## src/rtl/spi_irq_pkg.sv

```systemverilog
package spi_irq_pkg;
  localparam int unsigned ADDR_W  = 8;
  localparam int unsigned DATA_W  = 32;
  localparam int unsigned N_SRC   = 7;
  localparam int unsigned GIE_BIT = 31;

  localparam logic [ADDR_W-1:0] OFS_GIE  = 8'h1C;
  localparam logic [ADDR_W-1:0] OFS_STAT = 8'h20;
  localparam logic [ADDR_W-1:0] OFS_MASK = 8'h28;
  localparam logic [ADDR_W-1:0] OFS_RST  = 8'h40;
  localparam logic [DATA_W-1:0] RST_KEY  = 32'h0000_000A;
endpackage

```

## src/rtl/irq_evt_bank.sv

```systemverilog
module irq_evt_bank #(
  parameter int unsigned N_SRC = 7
) (
  input  logic             clk_i,
  input  logic             rst_ni,
  input  logic [N_SRC-1:0] evt_i,
  input  logic [N_SRC-1:0] clr_i,
  input  logic             soft_clr_i,
  output logic [N_SRC-1:0] status_o
);
  logic [N_SRC-1:0] evt_q, status_q, rise;

  assign rise = evt_i & ~evt_q;

  always_ff @(posedge clk_i or negedge rst_ni) begin
    if (!rst_ni) begin
      evt_q    <= '0;
      status_q <= '0;
    end else begin
      evt_q <= evt_i;
      if (soft_clr_i) status_q <= '0;
      else            status_q <= (status_q & ~clr_i) | rise; // set beats clear
    end
  end

  assign status_o = status_q;

  AST_STICKY: assert property (@(posedge clk_i) disable iff (!rst_ni)
    !soft_clr_i |=> ((status_q & $past(status_q & ~clr_i)) == $past(status_q & ~clr_i)));
  AST_SET_WINS: assert property (@(posedge clk_i) disable iff (!rst_ni)
    !soft_clr_i |=> ((status_q & $past(rise)) == $past(rise)));
endmodule

```

## src/rtl/irq_soft_rst.sv

```systemverilog
module irq_soft_rst
  import spi_irq_pkg::*;
(
  input  logic              clk_i,
  input  logic              rst_ni,
  input  logic              we_i,
  input  logic [ADDR_W-1:0] addr_i,
  input  logic [DATA_W-1:0] wdata_i,
  output logic              clr_o,
  output logic              rst_req_o
);
  logic rst_q;

  assign clr_o = we_i && (addr_i == OFS_RST) && (wdata_i == RST_KEY);

  always_ff @(posedge clk_i or negedge rst_ni) begin
    if (!rst_ni) rst_q <= 1'b0;
    else         rst_q <= clr_o;
  end

  assign rst_req_o = rst_q;

  AST_KEY_ONLY: assert property (@(posedge clk_i) disable iff (!rst_ni)
    (we_i && addr_i == OFS_RST && wdata_i != RST_KEY) |=> !rst_req_o);
endmodule

```

## src/rtl/spi_irq_hub.sv

```systemverilog
module spi_irq_hub
  import spi_irq_pkg::*;
(
  input  logic              clk_i,
  input  logic              rst_ni,
  input  logic [ADDR_W-1:0] reg_addr_i,
  input  logic              reg_we_i,
  input  logic [DATA_W-1:0] reg_wdata_i,
  output logic [DATA_W-1:0] reg_rdata_o,
  input  logic [N_SRC-1:0]  evt_i,
  output logic              irq_o,
  output logic              core_rst_o
);
  logic [N_SRC-1:0] status, mask_q, stat_clr;
  logic             gie_q, irq_q, soft_clr;

  assign stat_clr = (reg_we_i && reg_addr_i == OFS_STAT) ? reg_wdata_i[N_SRC-1:0] : '0;

  irq_soft_rst u_rst (
    .clk_i     (clk_i),
    .rst_ni    (rst_ni),
    .we_i      (reg_we_i),
    .addr_i    (reg_addr_i),
    .wdata_i   (reg_wdata_i),
    .clr_o     (soft_clr),
    .rst_req_o (core_rst_o)
  );

  irq_evt_bank #(.N_SRC(N_SRC)) u_bank (
    .clk_i      (clk_i),
    .rst_ni     (rst_ni),
    .evt_i      (evt_i),
    .clr_i      (stat_clr),
    .soft_clr_i (soft_clr),
    .status_o   (status)
  );

  always_ff @(posedge clk_i or negedge rst_ni) begin
    if (!rst_ni) begin
      mask_q <= '0;
      gie_q  <= 1'b0;
      irq_q  <= 1'b0;
    end else if (soft_clr) begin
      mask_q <= '0;
      gie_q  <= 1'b0;
      irq_q  <= 1'b0;
    end else begin
      if (reg_we_i && reg_addr_i == OFS_MASK) mask_q <= reg_wdata_i[N_SRC-1:0];
      if (reg_we_i && reg_addr_i == OFS_GIE)  gie_q  <= reg_wdata_i[GIE_BIT];
      irq_q <= gie_q & |(status & mask_q);
    end
  end

  assign irq_o = irq_q;

  always_comb begin
    reg_rdata_o = '0;
    unique case (reg_addr_i)
      OFS_GIE:  reg_rdata_o[GIE_BIT]   = gie_q;
      OFS_STAT: reg_rdata_o[N_SRC-1:0] = status;
      OFS_MASK: reg_rdata_o[N_SRC-1:0] = mask_q;
      default:  reg_rdata_o = '0;
    endcase
  end

  AST_IRQ_NEEDS_GIE: assert property (@(posedge clk_i) disable iff (!rst_ni)
    irq_o |-> $past(gie_q));
  AST_SOFT_RST_CLEARS: assert property (@(posedge clk_i) disable iff (!rst_ni)
    core_rst_o |-> (status == '0 && mask_q == '0 && !gie_q && !irq_o));
  AST_GIE_RD_BITS: assert property (@(posedge clk_i) disable iff (!rst_ni)
    (reg_addr_i == OFS_GIE) |-> (reg_rdata_o[GIE_BIT-1:0] == '0));
  AST_RST_RD_ZERO: assert property (@(posedge clk_i) disable iff (!rst_ni)
    (reg_addr_i == OFS_RST) |-> (reg_rdata_o == '0));
endmodule

```

## config.mk

```make
export PLATFORM = sky130hd
export DESIGN_NAME = spi_irq_hub
export DESIGN_NICKNAME = d
export VERILOG_FILES = /design/src/rtl/spi_irq_pkg.sv /design/src/rtl/irq_evt_bank.sv /design/src/rtl/irq_soft_rst.sv /design/src/rtl/spi_irq_hub.sv
export SDC_FILE = /design/constraint.sdc
export NUM_CORES = 1
export LEC_CHECK = 0
export BUFFER_PORTS_ARGS = -buffer_cell sky130_fd_sc_hd__buf_2
export CAP_MARGIN = 5
export CORE_MARGIN = 3
export CORE_UTILIZATION = 30
export DETAILED_ROUTE_END_ITERATION = 6
export PLACE_DENSITY = 0.65
export SLEW_MARGIN = 5
export SYNTH_ARGS = -nofsm -noshare
export SYNTH_HDL_FRONTEND = slang
export SYNTH_SLANG_ARGS = --single-unit
```

## constraint.sdc

```tcl
create_clock -name clk_i -period 5.55 [get_ports clk_i]
set_input_delay 0.555 -clock clk_i [delete_from_list [all_inputs] [get_ports clk_i]]
set_output_delay 0.555 -clock clk_i [all_outputs]
set_load 0.02 [all_outputs]
```

==> metrics.yaml, run 1 <==
sta:
  fmax_mhz: 320.1
  finalSetupViolCount: 0
  rsz0062_at_grt: "false"
  period_share_pct: 56.29
  hold_ws_ns: 0.2543
  tightest_slew_ns: 0.8862
  relSlewSlack_pct: 40.47
  maxSlewViolCount: 0
  period_needed_ns: 3.124
  finalHoldViolations: 0
  fin_tns_setup_ns: 0
  skew_ns: 0.001103
power:
  p_comb_share_pct: 15.4
  swShare_pct: 25.53
  power_frac_clock_pct: 32.9
  internal-power_w: 0.0002638
  p_per_area_mw_per_mm2: 212.1
  leakage_nw: 0.8319
  power_frac_seq_pct: 51.8
  net-switching-power_w: 0.00009045
  peakVddDrop_mv: 0.1633
flow_run:
  maxCapViolations: 0
global_route:
  grt_use_total_pct: 11.95
  grt_pass1_wl_mm: 4.933
  grt_max_degree: 25
  grt_pass1_vias: 1061
  grt_remaining_overflow: 0
  grt_antenna_before_repair: 0
finish:
  n_antenna_cell: 0
  fin_area_sq_mm: 0.001670
  multiInputGateArea_sq_um: 630.6
  fillCellCount: 445
  final_nets: 247
  drive_above_1_share_pct: 35.20
  seq_area_sq_um: 600.6
  syn_to_final_growth_pct: 22.59
critical_path:
  crit_slowest_cell: "nor3_1"
  r2r.worst_path.cells: 4
  setup.worst_path.start_class: "input port"
  path_cells: "buf_2, or4b_2, nor3_1, a22o_1, buf_2"
  cpMostUsedCell: "buf_2"
  crit_required_ns: 4.99
  crit_family: "simple AND/OR/NAND/NOR gates"
  slowest_delay_ns: 0.76
  crit_fanout: 7
  critPathKind: "input port to output pin"
  cp.depth: 5
  arrival_ns: 2.57
  cp-end-kind: "output pin"
  timing.critical_path.buf_inv: 2
clock_tree:
  clkSinkCount: 24
  cts_resized: 0
  hold_buffers: 0
  h-tree-depth: 1
  cts_buffers: 3
  root_buffer: "clkbuf_8"
  cts_setup_buffers: 0
  insertion_delay_ns: 0.26
  cts.clk_slew.worst_paths_ns: 0.08
  cts_tree: "yes"
  clockBufferDepth: 2
min_path:
  min-delay-path-class: "input port to async pin"
floorplanning:
  start_util_pct: 32.43
  die_h_um: 73.40
  core_sq_mm: 0.004202
  dieArea_sq_mm: 0.005387
  fp-row-count: 23
  dieWidth_um: 73.40
  ios: 84
route:
  ant_nets: 0
  totalWireLength_mm: 3.308
  drtIter0Drc: 59
  wl_per_cell_um: 13.45
  drc: 0
  drt-pass1-iter-count: 4
  routed_via_density: 4.663
  vias: 1147
synthesis:
  synth_seq_cells: 24
  yosys_warnings: 0
  synth_edf_count: 0
  avgSynthCellArea_sq_um: 10.09
  yosysUniqueCellTypes: 28
  netlist_instances: 135
  synthArstFlopShare_pct: 100.0
  syn-cell-area_sq_mm: 0.001363
  ys.flop_type: "dfrtp_1"
  ys_seq_area_share_pct: 44.08
placed_design:
  place_congestion: 0.7827
  postPlaceCellArea_sq_mm: 0.001615
  io_buffers: 59
  place_hpwl_mm: 2.732
status:
  status: "completed"
-- flip-flops by register name, summed over array words and instances, names as in the netlist --
signal	flops
u_rst.rst_req_o	1
u_bank.evt_q	7
gie_q	1
mask_q	7
irq_o	1
u_bank.status_o	7
-- layout by cell type (no fill, tap or decap), drive strengths merged --
master / count
dfrtp: 24
nand4: 2
nor2: 11
a222oi: 1
nor4b: 3
conb: 24
nor4bb: 1
nand4bb: 1
or4b: 1
a21oi: 7
clkbuf: 4
or2: 1
inv: 7
a22oi: 2
nand3: 4
a22o: 7
nor3: 2
o21ai: 7
buf: 59
or4: 2
nand2: 3
mux2i: 8
nand2b: 7
nor4: 8
-- cell usage after synthesis (2+ instances only) --
master / number / area (sq um)
nand2b_1: 7 / 43.79
nor4b_1: 2 / 17.52
inv_1: 7 / 26.28
nand3_1: 4 / 20.02
nor4_1: 7 / 43.79
a21oi_1: 7 / 35.03
a22oi_1: 2 / 15.01
nor2_1: 11 / 41.29
o21ai_0: 7 / 35.03
nand2_1: 3 / 11.26
nand4_1: 2 / 12.51
dfrtp_1: 24 / 600.6
buf_4: 24 / 180.2
mux2i_1: 8 / 80.08
a22o_1: 7 / 61.31
-- metrics by stage --
stage	std cells	setup slack [ns]	util, %	total power [W]
floorplan	158	2.874	-	0.0002262
global route	246	2.327	39.76	0.0003738
global placement	242	2.470	38.45	0.0002407
detailed placement	242	2.445	38.45	0.0002414
CTS	246	2.444	39.76	0.0003584
finish	246	2.426	39.76	0.0003542
-- path summary, 6_finish.rpt --
path / endpoint / start / slack [ns]
setup / recovery: reg_rdata_o[0] / reg_addr_i[7] / 2.43
setup reg to reg: irq_o / mask_q[0] / 4.38
hold / removal: u_bank.evt_q[1] / rst_ni / 0.25
max in group asynchronous: u_rst.rst_req_o / rst_ni / 4.95
hold reg to reg: u_bank.status_o[6] / u_bank.evt_q[6] / 0.49
min in group clk_i: u_bank.evt_q[3] / evt_i[3] / 0.41
-- power groups by stage --
stage          sequential [W]  combinational (W)  clock, W
2_1_floorplan        0.000186          0.0000400         0
3_3_place_gp         0.000187          0.0000537         0
3_5_place_dp         0.000187          0.0000545         0
4_1_cts              0.000183          0.0000547  0.000120
5_1_grt              0.000184          0.0000612  0.000128
6_report             0.000183          0.0000545  0.000116
-- cell type report --
cell class | count | share of cell area (%)
Clock buffer | 4 | 3.296
Inverter | 7 | 1.573
Multi-Input combinational cell | 102 | 37.75
Sequential cell | 24 | 35.96
Tap cell | 50 | 3.745
Timing Repair Buffer | 59 | 17.68
-- logic make-up (layout without fill, tap and decap cells) --
family / after synthesis / count (layout) / share of synthesized area, %
flip-flops: 24 / 24 / 44.08
multiplexers: 8 / 8 / 5.877
AO/OA/AOI/OAI: 24 / 24 / 11.48
AND/OR/NAND/NOR: 46 / 46 / 22.31
buffers and inverters: 32 / 70 / 15.98
other: 1 / 24 / 0.2752
-- per-layer routing --
layer | track usage, % | share of wire [%] | up-vias
li1 | - | - | 558
met1 | 16.62 | 43 | 534
met2 | 18.67 | 49 | 51
met3 | 3.010 | 8.0 | 4
met4 | 2.817 | 0.51 | 0
met5 | 0 | 0 | -
Note: power is estimated with default switching activity, not from simulation.
==> run 2, diff against run 1 <==
==> constraint.sdc (replaced) <==
create_clock -name clk_i -period 2.9 [get_ports clk_i]
set_input_delay 0.29 -clock clk_i [delete_from_list [all_inputs] [get_ports clk_i]]
set_output_delay 0.29 -clock clk_i [all_outputs]
set_load 0.02 [all_outputs]
==> run 2 against run 1 <==
Net effect: via count up 0.17%; clock power up 66%; clock-buffer cell count down 1; routed wire length down 0.67%; global-route usage down 0.60 points; the flow now finishes with violations (negative hold slack); combinational power up 91%; power up 83%; final cell count up 0.81%; largest cell class unchanged; design area up 0.52%; first-iteration DRC count down 1.7%; flip-flop and latch count unchanged; register-to-register slack worse by 2.6 ns.
==> metrics.yaml, run 2 (synthesized netlist as in run 1, its figures left out) <==
global_route:
  grt_use_total_pct: 11.35  # was 11.95%
  grt_pass1_vias: 991  # was 1061
  grt_remaining_overflow: 0  # unchanged
  grt_max_degree: 25  # unchanged
  grt_antenna_before_repair: 0  # unchanged
  grt_pass1_wl_mm: 4.685  # was 4.933 mm
sta:
  fin_ws_ns: 0.6484  # was 2.426 ns
  maxSlewViolCount: 0  # unchanged
  hold_ws_ns: -0.003220  # was 0.2543 ns
  relSlewSlack_pct: 65.02  # was 40.47%
  skew_ns: 0.001218  # was 0.001103 ns
  period_share_pct: 77.64
  finalSetupViolCount: 0  # unchanged
  tightest_slew_ns: 0.5174  # was 0.8862 ns
  fin_tns_setup_ns: 0  # unchanged
  rsz0062_at_grt: "false"  # unchanged
  finalHoldViolations: 6  # was 0
  period_needed_ns: 2.252
  fmax_mhz: 444.1
route:
  wl_per_cell_um: 13.25  # was 13.45 um
  drtIter0Drc: 58  # was 59
  routed_via_density: 4.633  # was 4.663
  drc: 0  # unchanged
  drt-pass1-iter-count: 4  # unchanged
  totalWireLength_mm: 3.286  # was 3.308 mm
  ant_nets: 0  # unchanged
  vias: 1149  # was 1147
placed_design:
  io_buffers: 59  # unchanged
  postPlaceCellArea_sq_mm: 0.001638  # was 0.001615 sq mm
  place_hpwl_mm: 2.661  # was 2.732 mm
  place_congestion: 0.7946  # was 0.7827
  dp_slack_ns: 0.6570  # was 2.445 ns
  place_inst: 245  # was 242
critical_path:
  crit_required_ns: 2.61  # was 4.99 ns
  timing.critical_path.buf_inv: 3  # was 2
  cpMostUsedCell: "buf_2"  # unchanged
  cp-end-kind: "output pin"  # unchanged
  arrival_ns: 1.96  # was 2.57 ns
  crit_fanout: 7  # unchanged
  crit_family: "simple AND/OR/NAND/NOR gates"  # unchanged
  setup.worst_path.start_class: "input port"  # unchanged
  critPathKind: "input port to output pin"  # unchanged
  slowest_delay_ns: 0.75  # was 0.76 ns
  crit_slowest_cell: "or4b_2"  # was nor3_1
  path_cells: "buf_2, or4b_2, nor4b_2, buf_4, a22o_1, buf_2"  # was buf_2, or4b_2, nor3_1, a22o_1, buf_2
clock_tree:
  h-tree-depth: 1  # unchanged
  clkSinkCount: 24  # unchanged
  root_buffer: "clkbuf_8"  # unchanged
  cts.clk_slew.worst_paths_ns: 0.08  # about the same
  insertion_delay_ns: 0.26  # about the same
  cts_resized: 0  # unchanged
  clockBufferDepth: 2  # unchanged
  hold_buffers: 0  # unchanged
  cts_buffers: 3  # unchanged
  cts_setup_buffers: 0  # unchanged
  cts_tree: "yes"  # unchanged
finish:
  mostFrequentLayoutCells: "buf_2, conb_1, dfrtp_1"  # unchanged
  fin_area_sq_mm: 0.001679  # was 0.001670 sq mm
  fin_cells: 248  # was 246
  drive_above_1_share_pct: 35.86  # was 35.20%
  final_nets: 250  # was 247
  syn_to_final_growth_pct: 23.23  # was 22.59%
  n_antenna_cell: 0  # unchanged
  layout_commonest_cell: "buf_2"  # unchanged
  fin_util_pct: 39.96  # was 39.76%
min_path:
  min-delay-path-class: "input port to async pin"  # unchanged
status:
  violations: "negative hold slack"
  status: "finished with violations"  # was completed
power:
  leakage_nw: 0.8411  # was 0.8319 nW
  peakVddDrop_mv: 0.3163  # was 0.1633 mV
  p_per_area_mw_per_mm2: 385.5  # was 212.1 mW/mm^2
floorplanning:
  start_util_pct: 32.43  # unchanged
  core_sq_mm: 0.004202  # unchanged
  die_h_um: 73.40  # unchanged
  fp-row-count: 23  # unchanged
  dieWidth_um: 73.40  # unchanged
  dieArea_sq_mm: 0.005387  # unchanged
  ios: 84  # unchanged
flow_run:
  maxCapViolations: 0  # unchanged
[run 2: changes by cell type in the layout (fill, tap and decap cells not counted), sizes merged]
| cell | before | now |
|---|---|---|
| buf | 59 | 62 |
| clkbuf | 4 | 3 |
[run 2: routing by layer]
layer,up-vias,GRT usage [%],part of all wire [%]
met2,48,17.48,48
met5,-,0,0
li1,565,-,-
met4,0,1.811,0.24
met1,534,16.28,44
met3,2,3.010,7.3
[run 2: worst paths after layout]
check | startpoint | cells past startpoint | end | slack [ns]
worst max-delay path | reg_addr_i[7] | 6 | reg_rdata_o[3] | 0.65
worst min-delay path | rst_ni | 1 | irq_o | -0.003
worst max register to register | mask_q[0] | 4 | irq_o | 1.74
worst min register to register | u_bank.evt_q[4] | 2 | u_bank.status_o[4] | 0.49
max in group asynchronous | rst_ni | 1 | u_rst.rst_req_o | 2.55
min in group clk_i | evt_i[1] | 1 | u_bank.evt_q[1] | 0.14
[run 2: report_power, final]
group	leakage, nW	switching, W	internal (W)
registers	0.281	0.00000552	0.000345
logic	0.538	0.0000657	0.0000386
clock network	0.0216	0.0000995	0.0000929
[run 2: metrics by stage]
stage          hold WS [ns]  total power, W
3_5_place_dp         0.3020       0.0004621
4_1_cts             0.01581       0.0006552
3_3_place_gp         0.2994       0.0004603
6_report          -0.003220       0.0006473
5_1_grt             0.02724       0.0006797
2_1_floorplan     -0.005591       0.0004329
[run 2: area by class of cell]
class / count / area [sq um]
Tap cell: 50 / 62.56
Sequential cell: 24 / 600.6
Timing Repair Buffer: 62 / 317.8
Clock buffer: 3 / 41.29
Multi-Input combinational cell: 102 / 630.6
Fill cell: 431 / 2522
Inverter: 7 / 26.28
[run 2: worst reg2reg max path, delay by kind of cell, from the launching register on]
family	cells	cell delay, ns
flops	1	0.40
compound gates	1	0.40
simple gates	3	0.26
==> run 3, diff against run 2 <==
==> constraint.sdc (replaced) <==
create_clock -name clk_i -period 2.3 [get_ports clk_i]
set_input_delay 0.23 -clock clk_i [delete_from_list [all_inputs] [get_ports clk_i]]
set_output_delay 0.23 -clock clk_i [all_outputs]
set_load 0.02 [all_outputs]
==> run 3 against run 2 <==
Net effect: the flow now finishes without violations; sequential share of layout area decreased by 0.83 points; routed wire length rose by 0.76%; clock-buffer cell count is the same.
==> metrics.yaml, run 3 (synthesized netlist as in run 1, its figures left out) <==
clock_tree:
  cts_setup_buffers: 0  # unchanged
  cts_buffers: 3  # unchanged
  h-tree-depth: 1  # unchanged
  clockBufferDepth: 2  # unchanged
  hold_buffers: 1  # was 0
  cts_tree: "yes"  # unchanged
  root_buffer: "clkbuf_8"  # unchanged
  insertion_delay_ns: 0.26  # about the same
  cts.clk_slew.worst_paths_ns: 0.08  # about the same
  cts_resized: 0  # unchanged
  clkSinkCount: 24  # unchanged
route:
  ant_nets: 0  # unchanged
  totalWireLength_mm: 3.311  # was 3.286 mm
  drc: 0  # unchanged
  vias: 1157  # was 1149
  drt-pass1-iter-count: 6  # was 4
  drtIter0Drc: 48  # was 58
  routed_via_density: 4.628  # was 4.633
  wl_per_cell_um: 13.24  # was 13.25 um
placed_design:
  place_hpwl_mm: 2.653  # was 2.661 mm
  io_buffers: 59  # unchanged
  place_congestion: 0.8350  # was 0.7946
  dp_slack_ns: 0.1999  # was 0.6570 ns
critical_path:
  cp-end-kind: "output pin"  # unchanged
  path_cells: "buf_2, or4b_2, nor4b_2, buf_4, a22o_1, buf_2"  # unchanged
  slowest_delay_ns: 0.74  # was 0.75 ns
  cpMostUsedCell: "buf_2"  # unchanged
  critPathKind: "input port to output pin"  # unchanged
  crit_required_ns: 2.07  # was 2.61 ns
  rr_startpoint: "mask_q[0]"  # unchanged
  crit_slowest_cell: "or4b_2"  # unchanged
  arrival_ns: 1.88  # was 1.96 ns
  startpoint: "reg_addr_i[7]"  # unchanged
  r2r_slack_ns: 1.14  # was 1.74 ns
  setup.worst_path.start_class: "input port"  # unchanged
  crit_fanout: 7  # unchanged
finish:
  fillCellCount: 424  # was 431
  fin_util_pct: 40.92  # was 39.96%
  syn_to_final_growth_pct: 26.17  # was 23.23%
  mostFrequentLayoutCells: "buf_2, conb_1, dfrtp_1"  # unchanged
  layout_commonest_cell: "buf_2"  # unchanged
  n_antenna_cell: 0  # unchanged
  final_nets: 251  # was 250
  drive_above_1_share_pct: 36.00  # was 35.86%
sta:
  period_share_pct: 91.62
  finalHoldViolations: 0  # was 6
  rsz0062_at_grt: "false"  # unchanged
  fin_tns_setup_ns: 0  # unchanged
  fmax_mhz: 474.6
  maxSlewViolCount: 0  # unchanged
  period_needed_ns: 2.107
  tightest_slew_ns: 0.5104  # was 0.5174 ns
  finalSetupViolCount: 0  # unchanged
  relSlewSlack_pct: 65.49  # was 65.02%
  skew_ns: 0.003119  # was 0.001218 ns
  fin_ws_ns: 0.1928  # was 0.6484 ns
power:
  internal-power_w: 0.0007176  # was 0.0004766 W
  power_frac_clock_pct: 38.8  # was 29.7%
  p_comb_share_pct: 14.1  # was 16.1%
  p_per_area_mw_per_mm2: 547.1  # was 385.5 mW/mm^2
  peakVddDrop_mv: 0.4545  # was 0.3163 mV
  net-switching-power_w: 0.0002230  # was 0.0001706 W
  power_frac_seq_pct: 47.1  # was 54.2%
  leakage_nw: 0.8594  # was 0.8411 nW
  swShare_pct: 23.71  # was 26.36%
global_route:
  grt_antenna_before_repair: 0  # unchanged
  grt_pass1_wl_mm: 4.864  # was 4.685 mm
  grt_max_degree: 25  # unchanged
  grt_remaining_overflow: 0  # unchanged
  grt_use_total_pct: 11.79  # was 11.35%
  grt_pass1_vias: 1055  # was 991
min_path:
  worstHoldStart: "evt_i[5]"
  min-delay-path-class: "input port to flip-flop"  # was input port to async pin
floorplanning:
  dieArea_sq_mm: 0.005387  # unchanged
  fp-row-count: 23  # unchanged
  die_h_um: 73.40  # unchanged
  core_sq_mm: 0.004202  # unchanged
  start_util_pct: 32.43  # unchanged
  ios: 84  # unchanged
  dieWidth_um: 73.40  # unchanged
status:
  status: "completed"  # was finished with violations
flow_run:
  maxCapViolations: 0  # unchanged
## run 3: cell type report
type                            instances  area (sq um)  area share [%]
Tap cell                               50         62.56           3.639
Sequential cell                        24         600.6           34.93
Inverter                                7         26.28           1.528
Timing Repair Buffer                   63         327.8           19.07
Multi-Input combinational cell        102         630.6           36.68
Clock inverter                          1         30.03           1.747
Clock buffer                            3         41.29           2.402
## run 3: critical path: cells and delay by family
kind / cells / cell delay [ns]
AOI/OAI and AO/OA: 1 / 0.15
buffers and inverters: 3 / 0.47
and+or+nand+nor: 2 / 1.02
## run 3: per-layer routing
layer | track usage [%] | part of all wire, %
met1 | 16.24 | 44
met2 | 18.37 | 47
met3 | 3.010 | 8.8
met4 | 3.219 | 0.51
met5 | 0 | 0
## run 3: path summary, 6_finish.rpt
| check | to | cells after the start |
|---|---|---|
| setup / recovery | reg_rdata_o[0] | 6 |
| hold / removal | u_bank.evt_q[5] | 1 |
| setup reg to reg | irq_o | 4 |
| hold reg to reg | u_bank.status_o[1] | 2 |
| max in group asynchronous | mask_q[6] | 2 |
| min in group asynchronous | u_bank.evt_q[4] | 2 |
## run 3: stage by stage
step	instances	area [sq um]	total power [W]	hold WS [ns]
finish	250	1719	0.0009406	0.07930
global route	250	1719	0.0009879	0.06503
CTS	250	1719	0.0009503	0.07466
detailed placement	245	1638	0.0005828	0.2438
global placement	245	1638	0.0005811	0.2453
floorplan	158	1449	0.0005459	-0.06559
## run 3: power by group through the flow
| stage | clock, W | sequential [W] | combinational [W] |
|---|---|---|---|
| 2_1_floorplan | 0 | 0.000449 | 0.0000966 |
| 3_3_place_gp | 0 | 0.000451 | 0.000130 |
| 3_5_place_dp | 0 | 0.000451 | 0.000132 |
| 4_1_cts | 0.000374 | 0.000443 | 0.000134 |
| 5_1_grt | 0.000394 | 0.000444 | 0.000150 |
| 6_report | 0.000365 | 0.000443 | 0.000133 |
